### config.mk
export PLATFORM = sky130hd
export DESIGN_NAME = strobe_sequencer
export DESIGN_NICKNAME = d
export VERILOG_FILES = /design/src/rtl/strobe_sequencer.sv
export SDC_FILE = /design/constraint.sdc
export NUM_CORES = 1
export LEC_CHECK = 0
export BUFFER_PORTS_ARGS = -buffer_cell sky130_fd_sc_hd__buf_4
export CAP_MARGIN = 20
export CORE_MARGIN = 10
export CORE_UTILIZATION = 53
export DETAILED_ROUTE_END_ITERATION = 6
export PLACE_DENSITY = 0.82
export SLEW_MARGIN = 20
export SYNTH_ARGS = -nofsm -noshare
export SYNTH_HDL_FRONTEND = slang
export SYNTH_SLANG_ARGS = --single-unit
### constraint.sdc
create_clock -name clk -period 2.3 [get_ports clk]
set_input_delay 0.69 -clock clk [delete_from_list [all_inputs] [get_ports clk]]
set_output_delay 0.69 -clock clk [all_outputs]
set_load 0.005 [all_outputs]
### src/rtl/strobe_sequencer.sv
module strobe_sequencer #(
  parameter int CNT_W = 8
) (
  input  logic             clk,
  input  logic             rst_n,
  input  logic             trig_i,
  input  logic             seq_en,
  input  logic [CNT_W-1:0] dur_cfg,
  input  logic [CNT_W-1:0] gap_cfg,
  output logic             strobe_o,
  output logic             strobe_start_o,
  output logic             strobe_ext_o
);
  localparam logic [CNT_W-1:0] ONE = {{(CNT_W-1){1'b0}}, 1'b1};

  logic [CNT_W-1:0] cnt_q;
  logic strobe_q, start_q, ext_q, armed_q, gap_q;

  logic [CNT_W-1:0] dur_eff, gap_eff;
  logic int_trig, any_trig;

  assign dur_eff  = (dur_cfg == '0) ? ONE : dur_cfg;
  assign gap_eff  = (gap_cfg == '0) ? ONE : gap_cfg;
  assign int_trig = gap_q & seq_en & (cnt_q == ONE);
  assign any_trig = trig_i | int_trig;

  always_ff @(posedge clk or negedge rst_n) begin
    if (!rst_n) begin
      cnt_q    <= '0;
      strobe_q <= 1'b0;
      start_q  <= 1'b0;
      ext_q    <= 1'b0;
      armed_q  <= 1'b0;
      gap_q    <= 1'b0;
    end else begin
      start_q <= any_trig & ~strobe_q;
      if (!seq_en)     armed_q <= 1'b0;
      else if (trig_i) armed_q <= 1'b1;
      if (any_trig) begin
        cnt_q    <= dur_eff;
        strobe_q <= 1'b1;
        gap_q    <= 1'b0;
        ext_q    <= strobe_q;
      end else if (strobe_q) begin
        if (cnt_q == ONE) begin
          strobe_q <= 1'b0;
          gap_q    <= armed_q & seq_en;
          cnt_q    <= gap_eff;
        end else begin
          cnt_q <= cnt_q - ONE;
        end
      end else if (gap_q) begin
        if (!seq_en) gap_q <= 1'b0;
        else         cnt_q <= cnt_q - ONE;
      end
    end
  end

  assign strobe_o       = strobe_q;
  assign strobe_start_o = start_q;
  assign strobe_ext_o   = ext_q;

  p_start_on_rise_r4: assert property (@(posedge clk) disable iff (!rst_n)
    start_q == $rose(strobe_q));
  p_trig_opens_r2: assert property (@(posedge clk) disable iff (!rst_n)
    trig_i |=> strobe_q);
  p_ext_set_r6: assert property (@(posedge clk) disable iff (!rst_n)
    (trig_i && strobe_q) |=> ext_q);
  p_ext_clear_r6: assert property (@(posedge clk) disable iff (!rst_n)
    start_q |-> !ext_q);
  p_no_start_disabled_r10: assert property (@(posedge clk) disable iff (!rst_n)
    (!seq_en && !trig_i) |=> !start_q);
  p_extend_holds_r5: assert property (@(posedge clk) disable iff (!rst_n)
    (strobe_q && trig_i) |=> (strobe_q && !start_q));
endmodule

==> impl_results.md <==
* Status: complete, no violations
* Drt first-iter violations at 36
* Critical R2R Launch: cnt_q[1]
* Post-CTS sizing at 0
* R2R setup slack at ~320 ps
* Setup Fix Bufs, Post-CTS at 0
* Drt drc at 0
* Unrepaired setup endpoints after global routing: false
* Commonest non-fill, non-tap cell in the layout: buf_4
* Worst R2R Path Depth at 6
* TritonCTS Buffers at 3
* Global-route wire length before repair at 4560 um
* Fin nets at 159
* Final min period at slightly below 2000 ps
* CORE AREA at 1780 um2
* Routed WL at 2840 um
* Worst Slack Setup Final at 315 ps
* Critical-path top delay cell: dfrtp_1
* Fraction of registers with async set/reset at 1.00
* Number of core rows at 15
* Total clock sinks at 13
* Combinational share of power at 0.294
* Clock tree buffer depth at 2
* Worst Path Buf+Inv at 1
* CTS tree: built
* Synth Cell Area at 1030 um2
* Max frequency at 0.504 GHz
* Crit-path leading delay family: compound AO/OA/AOI/OAI gates
* Final cycle utilization of the critical path at 0.863
* Final Hold Viols at 0
* Max VDD drop at 0.000386 V
* Synth Net Count at 134
* Fill count at 149
* Initial core utilization at 0.575
* Post-DRT Antenna Nets at 0
* Die area at 4100 um2
* Clock root buffer: clkbuf_4
* Cell count after synthesis at 112
* CP Data Required Time at about 2500 ps
* Yosys warns at 0
* Worst-path cell chain: inv_1 -> ha_1 -> nor4b_4 -> a31o_2 -> a2111oi_0 -> a221o_1
* Htree depth at 1
* Vias in the first global route at ~1,000
* Post-placement cell area at ~1200 um2
* Reg-to-reg endpoint: cnt_q[1]
* Port Buffers at 22
* Clock slew at reported path FFs at 90 ps
* Setup TNS at 0 ps
* DP HPWL at 2230 um
* Switch Pwr at 0.000221 W
* PwrDens at ~520 nW/um2
* Layout cells sized above 1 at 0.279
* Skew final at between 7 and 8 ps
* Post-synthesis cell type count at 45
* CP Capture Type: flop
* Int Pwr at roughly 0.00041 W
* GP Congestion at 0.939
* Most frequent cells in the layout: buf_4, nand2_1, dfrtp_1, a21oi_1, o21ai_0
* Pre-Repair DR Iteration Count at 4
* Post-Syn Area per Cell at 9.16 um2
* Clock share of power at 0.234
* Area Overhead vs Synth at 18.5%
* EDFF count, synth at 0
* Antenna cells at 0
* Worst EP arrival at 2150 ps
* Vias per cell at approximately 6.1
* Clock latency on the worst-skew pair at 280 ps
* Sequential share of power at 0.473
* #FFs+latches synth at 13
* Slew @ Worst Pin at between 500 and 600 ps
* Worst slack, placed at 317 ps
* Slew HR at 0.627
* CP max FO at 12
* Largest net degree at the start of global routing at 17
* Max stage delay on crit path at 430 ps
* HP Class: input port to async pin
* Leading register cell type out of synthesis: dfrtp_1
* Hold Buf Count CTS at 0
* CP Class: flop to flop
* Final max-slew violation count at 0
* Final setup fails at 0
* Startpoint class of the critical path: flop
* WHS at 232 ps
* Vias at 989
* I/O Pins at 23
* Pwr Total at 0.000633 W
* Seq/Total Area, Yosys at 0.317
* DR WL/cell at ~18 um
* All-Layer GR Usage at 0.137
* Design area at 1220 um2
* Gr ovfl total at 0
* Leakage Power at 0.505 nW
* Die Ht at 64.0 um
* Die Wd at 64.0 um
* Max-Cap Viols at 0
* Sw Share at 0.349
* Initial antenna violation count at 0
## stage by stage
step / cells / utilization
finish: 161 / 0.682
floorplan: 112 / -
CTS: 161 / 0.682
global route: 161 / 0.682
detailed placement: 157 / 0.667
global placement: 157 / 0.667
## synth_stat cells, types with 2 or more instances
master | instances | area (um2)
a211oi_1 | 2 | 15.0
a22oi_1 | 2 | 15.0
a21boi_0 | 2 | 15.0
a31oi_1 | 2 | 12.5
dfrtp_1 | 13 | 325
o31ai_1 | 3 | 22.5
a21oi_1 | 8 | 40.0
nor2b_1 | 5 | 31.3
mux2i_1 | 2 | 20.0
nor2_1 | 5 | 18.8
nor3_2 | 2 | 20.0
ha_1 | 2 | 25.0
nor4_1 | 4 | 25.0
o21ai_0 | 6 | 30.0
nor3_1 | 4 | 20.0
buf_6 | 3 | 33.8
nand2_1 | 15 | 56.3
mux2_2 | 2 | 22.5
inv_1 | 4 | 15.0
## cells by family after synthesis
group | synth area share
flip-flops | 0.317
buffers and inverters | 0.0683
AO/OA/AOI/OAI | 0.274
XOR/XNOR | 0.00854
AND/OR/NAND/NOR | 0.266
multiplexers | 0.0415
adder cells (fa/ha/maj) | 0.0244
## registers in the layout, indices dropped and copies added (netlist names)
register,cells
strobe_ext_o,1
armed_q,1
strobe_start_o,1
cnt_q,8
strobe_o,1
gap_q,1
## routing by layer
metal | track usage | part of all wire
met5 | 0 | 0
met4 | 0.0601 | 0.014
met3 | 0.0348 | 0.059
met2 | 0.240 | 0.50
met1 | 0.153 | 0.43
## layout make-up
cell class	count	area [um2]	area share
Clock buffer	4	26.3	0.0216
Timing Repair Buffer	25	188	0.154
Inverter	4	15.0	0.0123
Sequential cell	13	325	0.267
Multi-Input combinational cell	90	631	0.519
Tap cell	25	31.3	0.0257
## how the worst max path moves through the flow
stage                to  cells after the start  startpoint
2_1_floorplan  cnt_q[1]                      4      seq_en
3_3_place_gp   cnt_q[1]                      5      seq_en
3_5_place_dp   cnt_q[1]                      5      seq_en
4_1_cts        cnt_q[1]                      6    cnt_q[1]
5_1_grt        cnt_q[1]                      6    cnt_q[1]
6_report       cnt_q[1]                      6    cnt_q[1]
## power by group through the flow
stage	clock, W	sequential, W	combinational, W
finish	0.000148	0.000299	0.000186
global route	0.000164	0.000303	0.000205
global placement	0	0.000299	0.000179
floorplan	0	0.000279	0.000146
CTS	0.000149	0.000297	0.000185
detailed placement	0	0.000302	0.000184
(Power assumes the default switching activity.)
